--- src/rtl/acc_shl_pkg.sv ---
package acc_shl_pkg;

    parameter int unsigned ACC_W_DEF = 32;
    parameter int unsigned TMP_W_DEF = 16;
    parameter int unsigned RPT_W_DEF = 16;
    parameter int unsigned OPC_W_DEF = 16;
    parameter logic [15:0] OPC_SHL_DEF = 16'h563B;

    typedef struct packed {
        logic c;
        logic z;
        logic n;
    } stat_flags_t;

endpackage

--- src/rtl/acc_shl_decode.sv ---
module acc_shl_decode #(
    parameter int unsigned OPC_W = 16,
    parameter logic [OPC_W-1:0] OPC_SHL = '0
) (
    input  logic             instr_valid,
    input  logic [OPC_W-1:0] instr_word,
    output logic             fire
);
    always_comb begin
        fire = instr_valid && (instr_word == OPC_SHL);
    end
endmodule

--- src/rtl/acc_shl_barrel.sv ---
module acc_shl_barrel #(
    parameter int unsigned W  = 32,
    parameter int unsigned CW = 5
) (
    input  logic [W-1:0]  val,
    input  logic [CW-1:0] cnt,
    output logic [W-1:0]  res,
    output logic          carry
);
    // One extra bit on top catches the last bit pushed out; it starts at zero,
    // so a zero distance yields a cleared carry without a separate mux.
    logic [W:0] stg [CW+1];

    assign stg[0] = {1'b0, val};

    for (genvar k = 0; k < CW; k++) begin : g_stage
        localparam int unsigned SH = 2 ** k;
        assign stg[k+1] = cnt[k] ? (stg[k] << SH) : stg[k];
    end

    assign res   = stg[CW][W-1:0];
    assign carry = stg[CW][W];
endmodule

--- src/rtl/acc_shl_flags.sv ---
module acc_shl_flags #(
    parameter int unsigned W = 32
) (
    input  logic [W-1:0] res,
    output logic         is_zero,
    output logic         is_neg
);
    always_comb begin
        is_zero = ~|res;
        is_neg  = res[W-1];
    end
endmodule

--- src/rtl/acc_shl_unit.sv ---
module acc_shl_unit
    import acc_shl_pkg::*;
#(
    parameter int unsigned ACC_W = ACC_W_DEF,
    parameter int unsigned TMP_W = TMP_W_DEF,
    parameter int unsigned RPT_W = RPT_W_DEF,
    parameter int unsigned OPC_W = OPC_W_DEF,
    parameter logic [OPC_W-1:0] OPC_SHL = OPC_SHL_DEF
) (
    input  logic             clk,
    input  logic             rst,
    input  logic             instr_valid,
    input  logic [OPC_W-1:0] instr_word,
    input  logic [ACC_W-1:0] acc_in,
    input  logic [TMP_W-1:0] tmp_in,
    input  logic [RPT_W-1:0] rpt_in,
    output logic [ACC_W-1:0] acc_out,
    output logic             flag_c,
    output logic             flag_z,
    output logic             flag_n,
    output logic [RPT_W-1:0] rpt_out,
    output logic             rpt_squash
);
    localparam int unsigned CNT_W = $clog2(ACC_W);

    typedef struct packed {
        logic [ACC_W-1:0] acc;
        stat_flags_t      fl;
        logic [RPT_W-1:0] rpt;
        logic             sq;
    } unit_state_t;

    unit_state_t st_d, st_q;

    logic             fire;
    logic [CNT_W-1:0] sh_cnt;
    logic [ACC_W-1:0] sh_res;
    logic             sh_carry;
    logic             res_zero;
    logic             res_neg;
    logic             unused_tmp_hi;

    assign sh_cnt        = tmp_in[CNT_W-1:0];
    assign unused_tmp_hi = ^tmp_in[TMP_W-1:CNT_W];

    acc_shl_decode #(
        .OPC_W   (OPC_W),
        .OPC_SHL (OPC_SHL)
    ) u_dec (
        .instr_valid (instr_valid),
        .instr_word  (instr_word),
        .fire        (fire)
    );

    acc_shl_barrel #(
        .W  (ACC_W),
        .CW (CNT_W)
    ) u_sh (
        .val   (acc_in),
        .cnt   (sh_cnt),
        .res   (sh_res),
        .carry (sh_carry)
    );

    acc_shl_flags #(
        .W (ACC_W)
    ) u_fl (
        .res     (sh_res),
        .is_zero (res_zero),
        .is_neg  (res_neg)
    );

    always_comb begin
        st_d    = st_q;
        st_d.sq = 1'b0;
        if (fire) begin
            st_d.acc  = sh_res;
            st_d.fl.c = sh_carry;
            st_d.fl.z = res_zero;
            st_d.fl.n = res_neg;
            st_d.rpt  = '0;
            st_d.sq   = |rpt_in;
        end
    end

    always_ff @(posedge clk) begin
        if (rst) begin
            st_q <= '0;
        end else begin
            st_q <= st_d;
        end
    end

    assign acc_out    = st_q.acc;
    assign flag_c     = st_q.fl.c;
    assign flag_z     = st_q.fl.z;
    assign flag_n     = st_q.fl.n;
    assign rpt_out    = st_q.rpt;
    assign rpt_squash = st_q.sq;
endmodule

--- config.mk ---
export PLATFORM = sky130hd
export DESIGN_NAME = acc_shl_unit
export DESIGN_NICKNAME = d
export VERILOG_FILES = /design/src/rtl/acc_shl_pkg.sv /design/src/rtl/acc_shl_decode.sv /design/src/rtl/acc_shl_barrel.sv /design/src/rtl/acc_shl_flags.sv /design/src/rtl/acc_shl_unit.sv
export SDC_FILE = /design/constraint.sdc
export NUM_CORES = 1
export LEC_CHECK = 0
export ABC_AREA = 0
export BUFFER_PORTS_ARGS = -buffer_cell sky130_fd_sc_hd__buf_2
export CORE_MARGIN = 4
export CORE_UTILIZATION = 51
export DETAILED_ROUTE_END_ITERATION = 7
export GPL_ROUTABILITY_DRIVEN = 0
export MAX_ROUTING_LAYER = met4
export PLACE_DENSITY = 0.79
export SLEW_MARGIN = 20
export SYNTH_ARGS = -nofsm -noshare
export SYNTH_HDL_FRONTEND = slang
export SYNTH_SLANG_ARGS = --single-unit
export TNS_END_PERCENT = 10
--- constraint.sdc ---
create_clock -name clk -period 2.35 [get_ports clk]
set_input_delay 0.1175 -clock clk [delete_from_list [all_inputs] [get_ports clk]]
set_output_delay 0.1175 -clock clk [all_outputs]
set_load 0.02 [all_outputs]
==> flow_summary.yaml, run 1 <==
final_layout:
  drive_gt1_share_pct: 39.4
  area_growth_pct: 23.4
  multiInputGateArea_mm2: 0.00275
  layout_commonest_cell: "buf_2"
  fin_cells: 654
  fillers: 579
  seq_area_um2: 701
  most-common-layout-cells: "buf_2, nor2_1, buf_4"
  diodes: 0
  nNetsFinal: 640
yosys:
  ys_seq_area_share_pct: 18.8
  async_flop_share_pct: 0
  synthFlopType: "dfxtp_1"
  syn_area_per_cell_um2: 8.55
  ys_warn_count: 0
  netlist_area_mm2: 0.00373
  yosysUniqueCellTypes: 65
  synth_edf_count: 0
  synthCells: 437
  ys_ff_latch: 35
timing:
  post-route-period-util_pct: 90.8
  drv_slew: 0
  rsz0062_at_grt: "false"
  max_freq_ghz: 0.469
  slew_headroom_pct: 58.8
  finClkSkew_ns: 0
  hold_viol_final: 0
  fin_crit_ns: 2.13
  worst_slew_pin_slew_ns: 0.618
  finalSetupViolCount: 0
global_route:
  grt_overflow: 0
  grt_max_degree: 42
  grt.total_usage_pct: 27.5
  grt_pass1_wl_um: 19000
  grt_use_met3_pct: 6.19
  grt_antenna_before_repair: 0
  first_global_vias: 3913
  met1_usage_pct: 33.9
  busiest_layer: "met2"
  met2_usage_pct: 43.8
hold_path:
  whs_path_depth: 4
  min_to: "rpt_squash"
  hp-start: "rpt_in[14]"
  min_path_type: "input port to register"
placed_design:
  hpwl_um: 9560
  io_buffers: 107
  place_inst: 646
routing:
  dr.pass1.iters: 6
  routed_wl_um: 11900
  ant_nets: 0
  detailroute.via_count: 4115
  drtIter0Drc: 523
  drc: 0
  drt-vias-per-instance: 6.29
  wl_per_cell_um: 18.2
clock_network:
  cts_setup_buffers: 0
  post_cts_resized: 0
  clk_path_buf_depth: 2
  clkTransAtPathRegs_ns: 0.07
  clk_latency_ns: 0.29
  cts_root_buffer: "clkbuf_8"
  cts_tree: "built"
  cts.sinks: 35
  h-tree-depth: 2
  cts_hold_buf: 0
  numCtsBuffers: 5
floorplan:
  rows: 30
  start_util_pct: 53.8
  core_mm2: 0.00694
  die-width_um: 93.6
  dieHeight_um: 93.6
  io-pin-count: 135
  die_area_mm2: 0.00876
critical_path:
  worst_setup_path_start_kind: "input port"
  r2r_cells: 2
  cp.arrival_ns: 2.36
  worstSetupPathType: "input port to register"
  crit_slowest_cell: "mux4_2"
  end_kind: "register"
  worstReg2RegStart: "acc_out[9]"
  critPathMaxFanout: 9
  cp.required_ns: 2.58
  timing.rr.end: "acc_out[9]"
  path_delay_family: "multiplexers"
  rrSetupSlack_ns: 1.69
  cp.depth: 9
  crit_chain: "buf_2 -> buf_4 -> mux2_1 -> mux4_2 -> a22oi_1 -> nand2_1 -> nor4_2 -> nand4_1 -> o21ai_1"
  max_stage_delay_ns: 0.57
  cp.buffers_inverters: 2
pwr:
  p_total_mw: 1.88
  irDropWorstVdd_mv: 0.212
  leakage_nw: 1.98
  switching_share_pct: 33.4
  p_comb_share_pct: 39.6
  clkPwrFrac_pct: 29.0
  seqPwrFrac_pct: 31.4
  p_per_area_mw_per_mm2: 409
  p_int_mw: 1.26
  p_switching_uw: 630
status:
  status: "completed"
run:
  cap_violations: 0
==> metal layers <==
| layer | share of wire (%) | vias up |
|---|---|---|
| met5 | 0 | - |
| met4 | 3.8 | 0 |
| met3 | 10 | 59 |
| met2 | 48 | 280 |
| met1 | 38 | 1905 |
| li1 | - | 1871 |
==> power by group through the flow <==
stage | Combinational [mW] | Sequential, mW | Clock, mW
after floorplan | 0.472 | 0.606 | 0
after global placement | 0.705 | 0.606 | 0
final | 0.746 | 0.593 | 0.546
after detailed placement | 0.717 | 0.606 | 0
after CTS | 0.721 | 0.593 | 0.545
after global routing | 0.788 | 0.592 | 0.577
==> cell type report <==
class                           count  share of cell area, %
Clock buffer                        5                   1.49
Clock inverter                      3                  0.951
Inverter                            4                  0.326
Multi-Input combinational cell    357                   59.6
Sequential cell                    35                   15.2
Tap cell                           96                   2.61
Timing Repair Buffer              154                   19.8
==> worst register-to-register path: stages, from the launching register on <==
cell,delay [ns]
dfxtp_1,0.31
a21oi_1,0.14
nor2_1,0.07
==> logic make-up after synthesis <==
kind of cell           after synthesis  synth area share, %
and+or+nand+nor                    177                 23.8
muxes                               80                 32.5
DFF                                 35                 18.8
buffers and inverters               60                 9.31
AOI/OAI and AO/OA                   84                 15.6
other                                1                0.100
==> flip-flops by register name, indices dropped and copies added, names as in the netlist <==
signal and cells:
rpt_squash 1, acc_out 32, flag_z 1, flag_c 1
==> Yosys cell counts, drive strengths merged (2+ instances only) <==
library cell  number  share of area [%]
a211o              2               0.47
a211oi             4               0.80
a21oi             27                3.6
a22oi              8                1.7
a2bb2oi            3               0.70
a32oi              2               0.47
and2               6                1.0
and3               3               0.50
and3b              2               0.47
buf               37                7.0
clkbuf            19                1.9
dfxtp             35                 19
inv                3               0.30
mux2              22                6.7
mux2i             29                8.1
mux4              29                 18
nand2             38                3.8
nand2b             3               0.50
nand3             12                1.6
nand3b             4               0.80
nand4              4               0.67
nor2              57                5.7
nor2b              5               0.84
nor3              20                2.7
nor3b              2               0.54
nor4              10                2.0
nor4bb             4                1.1
o2111ai            2               0.47
o211ai             4               0.80
o21ai              6               0.80
o22ai              7                1.2
o2bb2ai            5                1.3
o311ai             2               0.47
o31ai              2               0.40
or2                3               0.50
==> per-stage QoR <==
stage | setup slack [ns] | area, um^2 | hold WS [ns] | util (%) | TNS (ns)
floorplan | 0.348 | 3790 | 0.324 | - | 0
global placement | -0.00376 | 4490 | 0.426 | 64.7 | -0.00376
detailed placement | -0.0607 | 4490 | 0.431 | 64.7 | -0.0607
CTS | 0.226 | 4610 | 0.132 | 66.3 | 0
global route | 0.0547 | 4610 | 0.165 | 66.3 | 0
finish | 0.217 | 4610 | 0.121 | 66.3 | 0
==> worst max-delay path by stage <==
| stage | start | to |
|---|---|---|
| 2_1_floorplan | tmp_in[0] | flag_z |
| 3_3_place_gp | tmp_in[0] | flag_z |
| 3_5_place_dp | tmp_in[0] | flag_z |
| 4_1_cts | tmp_in[0] | flag_z |
| 5_1_grt | tmp_in[2] | flag_z |
| 6_report | tmp_in[0] | flag_z |
Power figures use the tool's default switching activity.
==> run 2, diff against run 1 <==
==> constraint.sdc (replaced) <==
create_clock -name clk -period 2.35 [get_ports clk]
set_input_delay 0.47 -clock clk [delete_from_list [all_inputs] [get_ports clk]]
set_output_delay 0.47 -clock clk [all_outputs]
set_load 0.02 [all_outputs]
==> run 2 against run 1 <==
Effect of this change: the flow now finishes with violations (design-rule violations); hold slack improved by 0.33 ns; global-route usage grew 3.5 points; first-iteration DRC count increased by 35%; critical path depth increased by 1; non-clock buffer count rose by 68; sequential share of layout area shrank 1.9 points; critical endpoint unchanged; largest cell class unchanged; highest routed layer unchanged.
==> flow_summary.yaml, run 2 (synthesized netlist as in run 1, its figures left out) <==
critical_path:
  cp.required_ns: 2.57
  timing.rr.end: "acc_out[21]"
  critPathMaxFanout: 7
  crit_slowest_cell: "mux4_2"
  worst_setup_path_start_kind: "input port"
  cp.buffers_inverters: 3
  crit_chain: "buf_12 -> buf_12 -> buf_6 -> mux4_2 -> mux2_4 -> a22oi_2 -> nand2_1 -> nor4_2 -> nand4_1 -> o21ai_1"
  rrSetupSlack_ns: 1.65
  max_stage_delay_ns: 0.52
  path_delay_family: "multiplexers"
  end_kind: "register"
  r2r_cells: 2
  worstSetupPathType: "input port to register"
  worstReg2RegStart: "acc_out[21]"
  critPathMostFrequentCell: "buf_12"
  cp.arrival_ns: 2.53
floorplan:
  die-width_um: 93.6
  die_area_mm2: 0.00876
  rows: 30
  start_util_pct: 53.8
  io-pin-count: 135
  core_mm2: 0.00694
  dieHeight_um: 93.6
placed_design:
  place_inst: 711
  io_buffers: 107
  hpwl_um: 10600
  placed_area_mm2: 0.00500
final_layout:
  most-common-layout-cells: "buf_4, buf_2, nor2_1"
  multiInputGateArea_mm2: 0.00283
  seq_area_um2: 701
  fillers: 466
  nNetsFinal: 708
  area_growth_pct: 40.9
  largest_reg_flops: 32
  drive_gt1_share_pct: 48.2
  layout_commonest_cell: "buf_4"
  fin_cells: 722
  diodes: 0
  fin_area_mm2: 0.00526
routing:
  wl_per_cell_um: 18.9
  dr.pass1.iters: 8
  drc: 3
  drtIter0Drc: 707
  routed_wl_um: 13700
  drt-vias-per-instance: 6.24
  detailroute.via_count: 4502
  ant_nets: 0
status:
  status: "complete, but fails checks"
  violations: "design-rule violations"
timing:
  worst_slew_pin_slew_ns: 0.482
  holdWs_ns: 0.451
  hold_viol_final: 0
  fin_crit_ns: 2.31
  max_freq_ghz: 0.434
  finalSetupViolCount: 0
  slew_headroom_pct: 67.1
  drv_slew: 0
  finClkSkew_ns: 0
  post-route-period-util_pct: 98.1
  rsz0062_at_grt: "true"
pwr:
  irDropWorstVdd_mv: 0.217
  p_per_area_mw_per_mm2: 390
  leakage_nw: 2.34
global_route:
  grt_max_degree: 36
  grt_use_met3_pct: 6.03
  grt_antenna_before_repair: 0
  first_global_vias: 4384
  grt_overflow: 0
  met1_usage_pct: 36.6
  grt.total_usage_pct: 31.0
  busiest_layer: "met2"
  met2_usage_pct: 52.4
  grt_pass1_wl_um: 21300
clock_network:
  cts_hold_buf: 0
  cts_root_buffer: "clkbuf_8"
  clk_path_buf_depth: 2
  clk_latency_ns: 0.29
  cts_tree: "built"
  numCtsBuffers: 5
  h-tree-depth: 2
  clkTransAtPathRegs_ns: 0.07
  cts.sinks: 35
hold_path:
  hp-start: "acc_out[1]"
  whs_path_depth: 2
  min_path_type: "register to register"
  min_to: "acc_out[1]"
run:
  cap_violations: 0
run 2: cell type report:
type | instances | share of cell area, %
tap | 96 | 2.28
multi-input combinational | 357 | 53.8
clock buffer | 5 | 1.31
sequential | 35 | 13.3
inverter | 4 | 0.285
clock inverter | 3 | 0.832
timing repair buffer | 222 | 28.2
run 2: worst max path at each step:
stage / to / cells after the start / slack [ns] / startpoint
finish: flag_z / 10 / 0.04 / tmp_in[0]
global route: flag_z / 11 / -0.03 / tmp_in[2]
CTS: flag_z / 10 / 0.01 / tmp_in[0]
detailed placement: flag_z / 10 / -0.36 / tmp_in[0]
global placement: flag_z / 9 / -0.30 / tmp_in[0]
floorplan: flag_z / 9 / 0.008 / tmp_in[2]
run 2: per-stage QoR:
stage / worst slack, ns / TNS [ns] / util (%) / power, mW
final: 0.0439 / 0 / 75.8 / 2.05
after global routing: -0.0257 / -0.0361 / 75.8 / 2.13
after global placement: -0.302 / -1.57 / 72.0 / 1.42
after CTS: 0.0141 / 0 / 73.8 / 1.98
after detailed placement: -0.362 / -2.81 / 72.0 / 1.44
after floorplan: 0.00840 / 0 / - / 1.08
run 2: worst min-delay path, stage by stage (launching register included):
cell	delay (ns)
dfxtp_1	0.31
nand2_1	0.05
a21oi_1	0.05
run 2: routing by layer:
metal / routed length [um] / part of all wire, %
met5: 0 / 0
met4: 619 / 4.5
met2: 6700 / 49
met1: 4940 / 36
met3: 1420 / 10
run 2: power breakdown:
| group | switching [mW] | internal (mW) |
|---|---|---|
| Clock | 0.225 | 0.316 |
| Sequential | 0.00000215 | 0.593 |
| Combinational | 0.457 | 0.464 |
run 2: timing repair:
action / 4_1_cts / 5_1_grt
setup endpoints to repair: 1 / 4
setup buffers: 0 / 2
gates cloned: 0 / 1
pin swaps: 2 / 5
resized for setup: 4 / 24
==> run 3, diff against run 2 <==
Settings changed: PLACE_DENSITY 0.79 to default, PLACE_DENSITY_LB_ADDON from default to 0.08.
==> run 3 against run 2 <==
Effect of this change: die area is the same; register-to-register slack better by 0.02 ns; sequential cell count did not move; critical path depth fell by 1; cell area down 1.8%; largest cell class unchanged; the flow now finishes without violations; global-route usage fell by 2.4 points; first-iteration DRC count decreased by 25%; setup slack improved by 0.0022 ns; power is 7.5% lower; clock-buffer cell count increased by 1; critical endpoint unchanged; combinational power shrank 3.6%.
==> flow_summary.yaml, run 3 (synthesized netlist as in run 1, its figures left out) <==
floorplan:
  die-width_um: 93.6
  start_util_pct: 53.8
  die_area_mm2: 0.00876
  dieHeight_um: 93.6
  core_mm2: 0.00694
  io-pin-count: 135
  rows: 30
run:
  cap_violations: 0
routing:
  top_layer: "met4"
  met1_length_um: 4980
  wl_met2_um: 6070
  detailroute.via_count: 4284
  routed_wl_um: 12800
  dr.pass1.iters: 6
  met3_wirelength_um: 1410
  drc: 0
  drt-vias-per-instance: 6.02
  ant_nets: 0
  wl_per_cell_um: 17.9
  drtIter0Drc: 530
critical_path:
  rrSetupSlack_ns: 1.67
  worstSetupPathType: "input port to register"
  worst_setup_path_start_kind: "input port"
  cp.required_ns: 2.58
  cp.arrival_ns: 2.53
  critPathMaxFanout: 3
  end_kind: "register"
timing:
  setup_tns_ns: 0
  rsz0062_at_grt: "true"
  fin_crit_ns: 2.30
  drv_slew: 0
  max_freq_ghz: 0.434
  finClkSkew_ns: 0
  holdWs_ns: 0.450
  hold_viol_final: 0
  worst_slew_pin_slew_ns: 0.482
  finalSetupViolCount: 0
  post-route-period-util_pct: 98.0
  slew_headroom_pct: 67.5
  setup_slack_ns: 0.0461
final_layout:
  largest_reg_flops: 32
  diodes: 0
  area_growth_pct: 38.3
  nNetsFinal: 698
  most-common-layout-cells: "buf_2, buf_4, nor2_1"
  fin_util_pct: 74.4
  layout_commonest_cell: "buf_2"
  drive_gt1_share_pct: 46.1
placed_design:
  io_buffers: 107
  dpl_worst_slack_ns: -0.326
  hpwl_um: 10100
clock_network:
  h-tree-depth: 2
  cts_root_buffer: "clkbuf_8"
  clk_path_buf_depth: 2
  clk_latency_ns: 0.29
  cts.sinks: 35
  cts_tree: "built"
  cts_hold_buf: 0
  numCtsBuffers: 5
  clkTransAtPathRegs_ns: 0.07
global_route:
  grt_antenna_before_repair: 0
  grt_max_degree: 36
  grt.total_usage_pct: 28.6
  grt_overflow: 0
  grt_pass1_wl_um: 19500
  first_global_vias: 3912
pwr:
  p_per_area_mw_per_mm2: 368
  irDropWorstVdd_mv: 0.220
  leakage_nw: 2.27
hold_path:
  min_path_type: "register to register"
status:
  status: "completed"
## run 3: worst paths after layout
path / startpoint / endpoint / depth (start not counted)
min reg2reg: acc_out[15] / acc_out[15] / 2
min: acc_out[15] / acc_out[15] / 2
max reg2reg: acc_out[31] / acc_out[31] / 2
max: tmp_in[0] / flag_z / 9
## run 3: stage by stage
step	instance area, um^2	instances	power [mW]
after floorplan	3800	452	1.08
after global placement	4940	701	1.42
after detailed placement	4940	701	1.43
after CTS	5020	709	1.85
after global routing	5160	712	1.99
final	5160	712	1.90
## run 3: layout make-up
class	count	area, um^2
Timing Repair Buffer	212	1410
Multi-Input combinational cell	357	2830
Inverter	4	15.0
Sequential cell	35	701
Clock inverter	2	12.5
Fill cell	528	1780
Tap cell	96	120
Clock buffer	6	72.6
## run 3: power by group
group | switching (mW) | total [mW] | internal (mW) | leakage, nW
Sequential | 0.00000201 | 0.593 | 0.593 | 0.282
Clock | 0.212 | 0.419 | 0.207 | 0.0412
Combinational | 0.438 | 0.888 | 0.450 | 1.95
Total | 0.650 | 1.90 | 1.25 | 2.27
## run 3: metal layers
layer  track usage (%)  vias to the layer above
met3              4.75                       36
li1                  -                     1975
met4              7.34                        0
met2              46.0                      289
met1              37.7                     1984
met5                 -                        -
## run 3: worst max-delay path, cell delays in order
cell and delay [ns]:
buf_12 0.09, mux4_2 0.54, o2bb2ai_4 0.15, a222oi_1 0.45
buf_4 0.21, o2111ai_4 0.13, nor4_2 0.24, nand4_1 0.11
o21ai_1 0.13
## run 3: repair_timing
item | in CTS | in global routing
buffers inserted | 0 | 2
cloned | 0 | 1
endpoints found under the setup margin | 1 | 2
resized for setup | 1 | 17
pin swaps | 0 | 4
